--- config.mk ---
export PLATFORM = sky130hd
export DESIGN_NAME = romchk_scanner
export DESIGN_NICKNAME = d
export VERILOG_FILES = /design/src/rtl/romchk_pkg.sv /design/src/rtl/romchk_sum.sv /design/src/rtl/romchk_hdr.sv /design/src/rtl/romchk_ctrl.sv /design/src/rtl/romchk_scanner.sv
export SDC_FILE = /design/constraint.sdc
export NUM_CORES = 1
export LEC_CHECK = 0
export CAP_MARGIN = 40
export CORE_UTILIZATION = 40
export CTS_BUF_LIST = sky130_fd_sc_hd__clkbuf_16
export DETAILED_ROUTE_END_ITERATION = 6
export GPL_TIMING_DRIVEN = 0
export HOLD_SLACK_MARGIN = 0.15
export MAX_ROUTING_LAYER = met4
export PLACE_DENSITY = 0.58
export SLEW_MARGIN = 5
export SYNTH_ARGS = -nofsm -noshare
export SYNTH_HDL_FRONTEND = slang
export SYNTH_HIERARCHICAL = 1
export SYNTH_SLANG_ARGS = --single-unit
--- constraint.sdc ---
create_clock -name clk -period 9.7 [get_ports clk]
set_clock_uncertainty 0.05 [all_clocks]
set_input_delay 1.94 -clock clk [delete_from_list [all_inputs] [get_ports clk]]
set_output_delay 1.94 -clock clk [all_outputs]
set_load 0.1 [all_outputs]
--- src/rtl/romchk_pkg.sv ---
// Shared constants, state type and checksum step for the ROM scanner.
package romchk_pkg;
    localparam int BYTE_W     = 8;
    localparam int SUM_W      = 16;
    localparam int OFF_SUM_HI = 0;
    localparam int OFF_SUM_LO = 1;
    localparam int OFF_NUM    = 2;
    localparam int OFF_TAG    = 4;
    localparam int OFF_TAG_N  = 5;
    localparam int OFF_FIRST  = 2;   // first byte included in the sum

    typedef enum logic [1:0] {ST_IDLE, ST_HEAD, ST_BODY} scan_st_t;

    // One rotate-left-by-one-then-add step of the running checksum.
    function automatic logic [SUM_W-1:0] spiral_step(input logic [SUM_W-1:0] acc,
                                                    input logic [BYTE_W-1:0] b);
        return {acc[SUM_W-2:0], acc[SUM_W-1]} + SUM_W'(b);
    endfunction
endpackage

--- src/rtl/romchk_sum.sv ---
// Running checksum accumulator. Clears on clr (priority), steps on en.
// Assumes the byte presented on data_in is valid whenever en is high.
module romchk_sum
    import romchk_pkg::*;
(
    input  logic              clk,
    input  logic              rst_n,
    input  logic              clr,
    input  logic              en,
    input  logic [BYTE_W-1:0] data_in,
    output logic [SUM_W-1:0]  acc_nxt
);
    logic [SUM_W-1:0] acc_q;

    // Next value including the byte arriving this cycle.
    always_comb acc_nxt = spiral_step(acc_q, data_in);

    // Accumulator register.
    always_ff @(posedge clk) begin
        if (!rst_n)   acc_q <= '0;
        else if (clr) acc_q <= '0;
        else if (en)  acc_q <= acc_nxt;
    end
endmodule

--- src/rtl/romchk_hdr.sv ---
// Captures header fields (stored checksum, ROM number, tag byte) as they
// stream past. Assumes off_in tags data_in whenever vld is high.
module romchk_hdr
    import romchk_pkg::*;
#(
    parameter int OFF_W = 6
) (
    input  logic              clk,
    input  logic              rst_n,
    input  logic              vld,
    input  logic [OFF_W-1:0]  off_in,
    input  logic [BYTE_W-1:0] data_in,
    output logic [SUM_W-1:0]  ref_sum,
    output logic [BYTE_W-1:0] rom_num,
    output logic [BYTE_W-1:0] tag
);
    // Latch each header byte at its offset.
    always_ff @(posedge clk) begin
        if (!rst_n) begin
            ref_sum <= '0;
            rom_num <= '0;
            tag     <= '0;
        end else if (vld) begin
            if (off_in == OFF_W'(OFF_SUM_HI)) ref_sum[SUM_W-1:BYTE_W] <= data_in;
            if (off_in == OFF_W'(OFF_SUM_LO)) ref_sum[BYTE_W-1:0]     <= data_in;
            if (off_in == OFF_W'(OFF_NUM))    rom_num                 <= data_in;
            if (off_in == OFF_W'(OFF_TAG))    tag                     <= data_in;
        end
    end
endmodule

--- src/rtl/romchk_ctrl.sv ---
// Scan sequencer: issues reads, tracks the one-cycle read latency, makes
// the per-socket presence / placement / checksum decisions and holds the
// results. Assumes OFF_W >= 3 and NUM_SOCK <= 2**SOCK_W.
module romchk_ctrl
    import romchk_pkg::*;
#(
    parameter int NUM_SOCK = 18,
    parameter int OFF_W    = 6,
    parameter int SOCK_W   = 5,
    parameter int CNT_W    = 5
) (
    input  logic                    clk,
    input  logic                    rst_n,
    input  logic                    start,
    input  logic [BYTE_W-1:0]       rd_data,
    input  logic [SUM_W-1:0]        sum_nxt,
    input  logic [SUM_W-1:0]        ref_sum,
    input  logic [BYTE_W-1:0]       rom_num,
    input  logic [BYTE_W-1:0]       tag,
    output logic                    rd_en,
    output logic [SOCK_W+OFF_W-1:0] rd_addr,
    output logic                    dat_vld,
    output logic [OFF_W-1:0]        dat_off,
    output logic                    sum_clr,
    output logic                    sum_en,
    output logic                    busy,
    output logic                    done,
    output logic                    pass,
    output logic                    bad,
    output logic                    misplaced,
    output logic [CNT_W-1:0]        fail_code,
    output logic [CNT_W-1:0]        empty_cnt
);
    scan_st_t            st_q;
    logic [SOCK_W-1:0]   sock_q;
    logic                iss_act_q;
    logic [OFF_W-1:0]    iss_off_q;
    logic                go, hdr_last, body_last, present, last_sock;
    logic                adv, enter_body, fin_pass, fin_bad, fin_mis, is_empty;

    assign rd_en   = iss_act_q;
    assign rd_addr = {sock_q, iss_off_q};
    assign busy    = (st_q != ST_IDLE);

    // Per-cycle decisions taken on the byte arriving this cycle.
    always_comb begin
        go         = (st_q == ST_IDLE) && start;
        hdr_last   = (st_q == ST_HEAD) && dat_vld && (dat_off == OFF_W'(OFF_TAG_N));
        body_last  = (st_q == ST_BODY) && dat_vld && (dat_off == '1);
        present    = (rd_data == ~tag);
        last_sock  = (sock_q == SOCK_W'(NUM_SOCK - 1));
        is_empty   = hdr_last && !present;
        fin_mis    = hdr_last && present && (rom_num != BYTE_W'(sock_q));
        enter_body = hdr_last && present && (rom_num == BYTE_W'(sock_q));
        fin_bad    = body_last && (sum_nxt != ref_sum);
        adv        = (is_empty || (body_last && !fin_bad)) && !last_sock;
        fin_pass   = (is_empty || (body_last && !fin_bad)) && last_sock;
        sum_en     = dat_vld && (dat_off >= OFF_W'(OFF_FIRST));
        sum_clr    = go || adv;
    end

    // Read pipeline, socket stepping and result registers.
    always_ff @(posedge clk) begin
        if (!rst_n) begin
            st_q <= ST_IDLE;  sock_q <= '0;  iss_act_q <= 1'b0;  iss_off_q <= '0;
            dat_vld <= 1'b0;  dat_off <= '0; done <= 1'b0;       pass <= 1'b0;
            bad <= 1'b0;      misplaced <= 1'b0;  fail_code <= '0;  empty_cnt <= '0;
        end else begin
            dat_vld <= iss_act_q;
            dat_off <= iss_off_q;
            if (iss_act_q) begin
                iss_off_q <= iss_off_q + 1'b1;
                if ((st_q == ST_HEAD && iss_off_q == OFF_W'(OFF_TAG_N)) || iss_off_q == '1)
                    iss_act_q <= 1'b0;
            end
            if (go) begin
                st_q <= ST_HEAD;  sock_q <= '0;  iss_act_q <= 1'b1;  iss_off_q <= '0;
                done <= 1'b0;  pass <= 1'b0;  bad <= 1'b0;  misplaced <= 1'b0;
                fail_code <= '0;  empty_cnt <= '0;
            end
            if (is_empty)   empty_cnt <= empty_cnt + 1'b1;
            if (enter_body) begin
                st_q      <= ST_BODY;
                iss_act_q <= 1'b1;
            end
            if (adv) begin
                st_q      <= ST_HEAD;
                sock_q    <= sock_q + 1'b1;
                iss_act_q <= 1'b1;
                iss_off_q <= '0;
            end
            if (fin_pass || fin_bad || fin_mis) begin
                st_q      <= ST_IDLE;
                iss_act_q <= 1'b0;
                done      <= 1'b1;
                pass      <= fin_pass;
                bad       <= fin_bad;
                misplaced <= fin_mis;
                fail_code <= fin_pass ? '0 : CNT_W'(sock_q) + 1'b1;
            end
        end
    end
endmodule

--- src/rtl/romchk_scanner.sv ---
// Top of the ROM scanner: sequencer, header capture and checksum unit.
// Assumes the read port returns data one cycle after rd_en/rd_addr.
module romchk_scanner
    import romchk_pkg::*;
#(
    parameter int NUM_SOCK = 18,
    parameter int OFF_W    = 6,
    localparam int SOCK_W  = $clog2(NUM_SOCK),
    localparam int ADDR_W  = SOCK_W + OFF_W,
    localparam int CNT_W   = $clog2(NUM_SOCK + 1)
) (
    input  logic              clk,
    input  logic              rst_n,
    input  logic              start,
    output logic              rd_en,
    output logic [ADDR_W-1:0] rd_addr,
    input  logic [7:0]        rd_data,
    output logic              busy,
    output logic              done,
    output logic              pass,
    output logic              bad,
    output logic              misplaced,
    output logic [CNT_W-1:0]  fail_code,
    output logic [CNT_W-1:0]  empty_cnt
);
    logic              dat_vld, sum_clr, sum_en;
    logic [OFF_W-1:0]  dat_off;
    logic [SUM_W-1:0]  sum_nxt, ref_sum;
    logic [BYTE_W-1:0] rom_num, tag;

    romchk_ctrl #(.NUM_SOCK(NUM_SOCK), .OFF_W(OFF_W), .SOCK_W(SOCK_W), .CNT_W(CNT_W)) u_ctrl (
        .clk(clk), .rst_n(rst_n), .start(start), .rd_data(rd_data),
        .sum_nxt(sum_nxt), .ref_sum(ref_sum), .rom_num(rom_num), .tag(tag),
        .rd_en(rd_en), .rd_addr(rd_addr), .dat_vld(dat_vld), .dat_off(dat_off),
        .sum_clr(sum_clr), .sum_en(sum_en), .busy(busy), .done(done), .pass(pass),
        .bad(bad), .misplaced(misplaced), .fail_code(fail_code), .empty_cnt(empty_cnt)
    );

    romchk_hdr #(.OFF_W(OFF_W)) u_hdr (
        .clk(clk), .rst_n(rst_n), .vld(dat_vld), .off_in(dat_off), .data_in(rd_data),
        .ref_sum(ref_sum), .rom_num(rom_num), .tag(tag)
    );

    romchk_sum u_sum (
        .clk(clk), .rst_n(rst_n), .clr(sum_clr), .en(sum_en), .data_in(rd_data),
        .acc_nxt(sum_nxt)
    );
endmodule

==> metrics.cfg, run 1 <==
[logic_synthesis]
syn_area_per_cell_um2 = 9.12
syn_nets = 491
ys.flop_type = dfxtp_1
ys_ff_latch = 83
synth_edf_count = 0
synth_cells = 466
ys_warn_count = 6
synth_cell_type_count = 57
ys_seq_area_share_pct = 39.1
synth_area_um2 = 4250
async_flop_share_pct = 0

[placement]
place_hpwl_mm = 7.74
dp_cells = 666
place_ws_ps = 2430
gp_congestion = 0.823
port_buffers = 37

[worst_setup_path]
r2r_start = u_sum/acc_q[15]
slowest_stage = nor4_1
crit_chain = clkdlybuf4s50_1 > ha_1 > fa_1 > a21o_1 > a221oi_2 > a211oi_1 > xnor2_1 > inv_1 > xnor2_1 > nand4_1 > nor4_1 > a22oi_2 > and2_1 > buf_6 > inv_1 > nand2b_1 > clkbuf_1 > nor4b_1 > mux2i_1 > nand3_1
worstPathMaxFanout = 10
max_stage_delay_ps = 750
endpoint_kind = flop
r2r-end = u_sum/acc_q[13]
rrSetupSlack_ps = 4690
crit_arrival_ps = 7040
worstSetupPathType = in2reg
worst-r2r-cell-count = 19
cp-start-kind = primary input
required_ps = 9860

[status]
status = finished clean

[global_routing]
track_usage_pct = 20.4
grt_pass1_vias = 3441
grt_first_pass_wirelength_mm = 17.3
overflow = 0
grt_busiest_layer = met2
grt_max_degree = 16
antenna_found_initial = 0
grtUsageMet3_pct = 3.87
grt_use_met2_pct = 33.2
gr-usage-met1_pct = 25.8

[cts]
clock-sinks = 83
cts-root-buf = clkbuf_16
htreeDepth = 3
cts.repair.resized = 0
cts_buffer_depth = 2
clk_pin_slew_worst_paths_ps = 60
cts_tree = built
postCtsSetupBuffers = 0
cts_hold_buf = 0
clk_latency_ps = 340
cts_buffers = 9

[min_path]
hp-start = u_hdr/rom_num[6]
hold_path.class = reg2reg
min_path_cells = 2
min_to = u_hdr/rom_num[6]

[timing]
tns_ps = 0
hold_ws_ps = 410
fmax_mhz = 145
finalMaxSlewViolations = 0
hold_violations = 0
min_period_ps = 6880
slew_headroom_pct = 44.0
worst_slew_pin_slew_ps = 832
rsz0062_at_grt = false
fin_crit_sh_pct = 70.9
setup_viol_count_final = 0
worst_slack_ps = 2820

[floorplan]
start_util_pct = 41.2
core_area_um2 = 10300
die_w_um = 105
die-area_um2 = 11000
die_h_um = 105
rows = 37
io-pin-count = 38

[pwr]
irDropWorstVdd_uv = 100
leakagePower_nw = 2.16
power_density_nw_per_um2 = 137

[routing]
drt-total-wl_mm = 10.3
ant_nets = 0
avgViaCountPerCell = 5.23
firstDrtPassIters = 4
drc = 0
drt_iter0_markers = 109
wl_per_cell_um = 15.1
vias = 3567

[flow_run]
maxCapViolations = 0

[cells_and_area]
antenna_cells = 0
finalNetCount = 566
area_growth_pct = 29.3
layout-drive-gt1-share_pct = 11.7
final_cells = 682

-- critical path: cells and delay by family --
kind	cells	cell delay (ps)
AND/OR/NAND/NOR	6	1420
XOR/XNOR	2	440
multiplexers	1	150
buffers and inverters	5	1260
AO/OA/AOI/OAI	4	1120
adder cells (fa/ha/maj)	2	710
-- state kept, by name (all words and copies together) (netlist names), 2 cells and up --
signal,flops
u_ctrl/dat_off,6
u_ctrl/empty_cnt,5
u_ctrl/fail_code,5
u_ctrl/iss_off_q,6
u_ctrl/sock_q,5
u_ctrl/st_q,2
u_hdr/ref_sum,16
u_hdr/rom_num,8
u_hdr/tag,8
u_sum/acc_q,16
-- cells in the mapped netlist (all sizes together), types with 2 or more instances --
cell type	number	area (um2)
mux2	2	22.5
nor2	23	86.3
o21a	7	53.8
nor3b	4	30.0
and3	10	62.6
nand4	12	75.1
nand2	65	246
and4b	2	20.0
a31o	3	26.3
nand2b	6	37.5
nor3	4	31.3
a21oi	19	95.1
and2	10	62.6
clkbuf	16	60.1
o21ai	11	55.1
a21boi	2	15.0
mux2i	42	420
or2	3	18.8
xnor2	34	298
o211ai	7	57.6
nand3	14	75.1
xor2	15	131
nand3b	3	22.5
a21o	3	22.5
o32ai	2	25.0
o22ai	3	18.8
or3	5	31.3
buf	5	50.0
a31oi	5	31.3
inv	11	41.3
nor4	3	25.0
dfxtp	83	1660
ha	13	163
or4	3	26.3
a211oi	5	37.5
-- where the power goes --
group / total, W / internal [W] / switching, W
sequential: 0.000348 / 0.000345 / 0.00000333
clock: 0.000343 / 0.000201 / 0.000142
combinational: 0.0000638 / 0.0000235 / 0.0000403
total: 0.000755 / 0.000569 / 0.000186
-- layout make-up --
type / count / area (um2)
plain buffers: 21 / 110
clock buffers: 9 / 225
clock inverters: 7 / 75.1
fillers: 923 / 4830
inverters: 11 / 41.3
multi-input cells: 351 / 2440
flip-flops and latches: 83 / 1660
well taps: 136 / 170
repair buffers: 64 / 776
-- logic make-up after synthesis --
family / count (synthesis) / share of synthesized area (%)
DFF: 83 / 39.1
adders and majority gates: 14 / 4.30
AOI/OAI and AO/OA: 73 / 11.7
buffers and inverters: 32 / 3.56
and+or+nand+nor: 171 / 20.8
muxes: 44 / 10.4
xor gates and xnor gates: 49 / 10.1
-- cells in the final DEF (no fill, tap or decap), types with 3 or more instances in the layout --
cell type,netlist,final
nor3b_1,4,4
nand2b_1,6,6
clkbuf_1,16,16
mux2i_1,42,42
dfxtp_1,83,83
nand2_1,64,64
a31oi_1,5,5
and2_1,10,10
and3_1,10,10
ha_1,13,13
a21oi_1,19,19
a211oi_1,5,5
a21o_1,3,3
nand4_1,12,12
nor3_1,3,3
xor2_1,15,15
o22ai_1,3,3
inv_1,11,11
clkbuf_16,0,9
nor2_1,23,23
o21ai_0,10,10
nand3_1,13,13
xnor2_1,34,34
o211ai_1,6,6
or3_1,5,5
nand3b_1,3,3
buf_8,0,27
a31o_2,3,3
clkdlybuf4s50_1,0,37
buf_6,4,4
o21a_1,6,6
-- worst max path at each step --
stage	start	end	cells after the start
after detailed placement	rd_data[0]	u_sum/acc_q[13]	20
after global placement	rd_data[0]	u_sum/acc_q[13]	20
after global routing	rd_data[0]	u_sum/acc_q[13]	20
final	rd_data[0]	u_sum/acc_q[13]	20
after floorplan	rd_data[0]	u_sum/acc_q[7]	18
after CTS	rd_data[0]	u_sum/acc_q[13]	20
-- routing by layer --
layer / up-vias / wire, um
met3: 10 / 329
li1: 1800 / -
met5: - / 0
met4: 0 / 133
met1: 1692 / 4940
met2: 65 / 4890
-- per-stage QoR --
stage          area [um2]  util, %  power [W]
6_report             5500     53.2   0.000755
4_1_cts              5500     53.2   0.000766
3_3_place_gp         4790     46.4   0.000415
3_5_place_dp         5200     50.3   0.000420
2_1_floorplan        4250        -   0.000395
5_1_grt              5500     53.2   0.000784
No activity file was read; power rests on OpenSTA's default activity.
==> inputs of run 2 (changes only) <==
==> constraint.sdc (replaced) <==
create_clock -name clk -period 6.7 [get_ports clk]
set_clock_uncertainty 0.05 [all_clocks]
set_input_delay 1.34 -clock clk [delete_from_list [all_inputs] [get_ports clk]]
set_output_delay 1.34 -clock clk [all_outputs]
set_load 0.1 [all_outputs]
==> run 2 against run 1 <==
Effect of this change:
- register-to-register slack lost 2700 ps
- sequential share of layout area about the same
- critical path type unchanged
- via count rose by 0.14%
- core utilization increased by 0.061 points
- highest routed layer unchanged
- cell count did not move
==> metrics.cfg, run 2 (synthesized netlist as in run 1, its figures left out) <==
[status]
status = finished clean

[timing]
hold_violations = 0  ; unchanged
worst_slew_pin_slew_ps = 679  ; -153 ps
fin_crit_sh_pct = 89.8
slew_headroom_pct = 54.8  ; +11 points
tns_ps = 0  ; unchanged
finalMaxSlewViolations = 0  ; unchanged
fmax_mhz = 166
min_period_ps = 6020
worst_slack_ps = 682  ; -2140 ps
rsz0062_at_grt = false
setup_viol_count_final = 0  ; unchanged

[worst_setup_path]
worstSetupStartpoint = rd_data[0]
r2r-end = u_sum/acc_q[13]
endpoint_kind = flop
cp-start-kind = primary input
slowest_stage = nor4_2
rrSetupSlack_ps = 1960  ; -2730 ps
crit_arrival_ps = 6180  ; -860 ps
r2r_start = u_sum/acc_q[15]
worst-r2r-cell-count = 19  ; unchanged
worstPathMaxFanout = 10  ; unchanged
crit_chain = clkdlybuf4s50_1 > ha_1 > fa_1 > a21o_1 > a221oi_2 > a211oi_1 > xnor2_1 > inv_1 > xnor2_1 > nand4_1 > nor4_2 > a22oi_2 > and2_1 > buf_6 > inv_1 > nand2b_1 > clkbuf_1 > nor4b_1 > mux2i_1 > nand3_1
worstSetupPathType = in2reg
max_stage_delay_ps = 550  ; -200 ps
required_ps = 6860  ; -3000 ps
crit_end = u_sum/acc_q[13]

[cells_and_area]
layout_common_cells = dfxtp_1, nand2_1, mux2i_1, clkdlybuf4s50_1, xnor2_1
area_growth_pct = 29.5
finalNetCount = 566  ; unchanged
final_common_cell = dfxtp_1
layout-drive-gt1-share_pct = 11.9  ; +0.18 points
antenna_cells = 0  ; unchanged
top_regs = u_hdr/ref_sum x16, u_sum/acc_q x16

[routing]
ant_nets = 0  ; unchanged
drt_iter0_markers = 107  ; -1.8%
drt-total-wl_mm = 10.3  ; unchanged
vias = 3572  ; +0.14%
wl_per_cell_um = 15.1  ; unchanged
avgViaCountPerCell = 5.24  ; +0.14%
firstDrtPassIters = 4  ; unchanged
drc = 0  ; unchanged

[pwr]
clockPowerShare_pct = 45.4  ; about the same
pwr-share-comb_pct = 8.5  ; about the same
sequentialPowerShare_pct = 46.1  ; about the same
intPower_w = 0.000824  ; +45%
leakagePower_nw = 2.16  ; about the same
p_switching_w = 0.000269  ; +45%
power_density_nw_per_um2 = 199  ; +45%
p_sw_share_pct = 24.6  ; +0.028 points
irDropWorstVdd_uv = 145  ; +45%

[placement]
gp_congestion = 0.823  ; unchanged
place_hpwl_mm = 7.74  ; unchanged
place_ws_ps = 29.0  ; -2400 ps
port_buffers = 37  ; unchanged

[floorplan]
core_area_um2 = 10300  ; unchanged
die-area_um2 = 11000  ; unchanged
rows = 37  ; unchanged
die_w_um = 105  ; unchanged
die_h_um = 105  ; unchanged
start_util_pct = 41.2  ; unchanged
io-pin-count = 38  ; unchanged

[cts]
postCtsSetupBuffers = 0  ; unchanged
clk_latency_ps = 340  ; about the same
clk_pin_slew_worst_paths_ps = 60  ; about the same
cts_hold_buf = 0  ; unchanged
cts-root-buf = clkbuf_16
cts_buffers = 9  ; unchanged
clock-sinks = 83  ; unchanged
cts.repair.resized = 0  ; unchanged
cts_buffer_depth = 2  ; unchanged
htreeDepth = 3  ; unchanged
cts_tree = built

[flow_run]
maxCapViolations = 0  ; unchanged

[global_routing]
grt_pass1_vias = 3441  ; unchanged
grt_max_degree = 16  ; unchanged
track_usage_pct = 20.4  ; unchanged
grt_first_pass_wirelength_mm = 17.3  ; unchanged
antenna_found_initial = 0  ; unchanged
overflow = 0  ; unchanged

[min_path]
hold_path.class = reg2reg

## run 2: cell types whose count changed in the layout (fill, tap and decap cells not counted)
cell	change
nor4_1	-1
nor4_2	+1
## run 2: through the flow
| stage | hold slack [ps] | std cells | instance area, um2 | utilization (%) | power, W |
|---|---|---|---|---|---|
| final | 410 | 682 | 5500 | 53.3 | 0.00109 |
| after global routing | 433 | 682 | 5500 | 53.3 | 0.00113 |
| after CTS | 413 | 682 | 5500 | 53.2 | 0.00111 |
| after detailed placement | 399 | 666 | 5200 | 50.3 | 0.000607 |
| after global placement | 388 | 639 | 4790 | 46.4 | 0.000601 |
| after floorplan | 380 | 466 | 4250 | - | 0.000572 |
## run 2: metal layers
layer	vias to the layer above	global-route usage [%]	wire [um]
met5	-	-	0
met2	66	33.2	4890
met4	0	6.24	136
met3	10	3.87	335
met1	1692	25.8	4930
li1	1804	-	-
## run 2: area by class of cell
cell class	count	area [um2]
Fill cell	922	4820
Inverter	11	41.3
Clock inverter	7	75.1
Multi-Input combinational cell	351	2440
Buffer	21	110
Sequential cell	83	1660
Timing Repair Buffer	64	776
Tap cell	136	170
Clock buffer	9	225
## run 2: power groups by stage
| stage | Sequential [W] | Combinational [W] | Clock (W) |
|---|---|---|---|
| 2_1_floorplan | 0.000523 | 0.0000490 | 0 |
| 3_3_place_gp | 0.000515 | 0.0000864 | 0 |
| 3_5_place_dp | 0.000515 | 0.0000926 | 0 |
| 4_1_cts | 0.000504 | 0.0000931 | 0.000512 |
| 5_1_grt | 0.000504 | 0.000100 | 0.000530 |
| 6_report | 0.000504 | 0.0000928 | 0.000496 |
## run 2: worst max-delay path, delay by kind of cell
| kind | cells | cell delay, ps |
|---|---|---|
| AOI/OAI and AO/OA | 4 | 1070 |
| xor gates and xnor gates | 2 | 440 |
| adders and majority gates | 2 | 710 |
| buffers and inverters | 5 | 1250 |
| muxes | 1 | 150 |
| and+or+nand+nor | 6 | 1200 |
## run 2: worst min-delay path by stage
stage / start / endpoint / slack, ps / cells past startpoint
global route: u_hdr/rom_num[7] / u_hdr/rom_num[7] / 430 / 2
global placement: u_hdr/rom_num[6] / u_hdr/rom_num[6] / 390 / 2
floorplan: u_hdr/rom_num[5] / u_hdr/rom_num[5] / 380 / 2
finish: u_hdr/rom_num[6] / u_hdr/rom_num[6] / 410 / 2
detailed placement: u_hdr/rom_num[5] / u_hdr/rom_num[5] / 400 / 2
CTS: u_hdr/rom_num[6] / u_hdr/rom_num[6] / 410 / 2
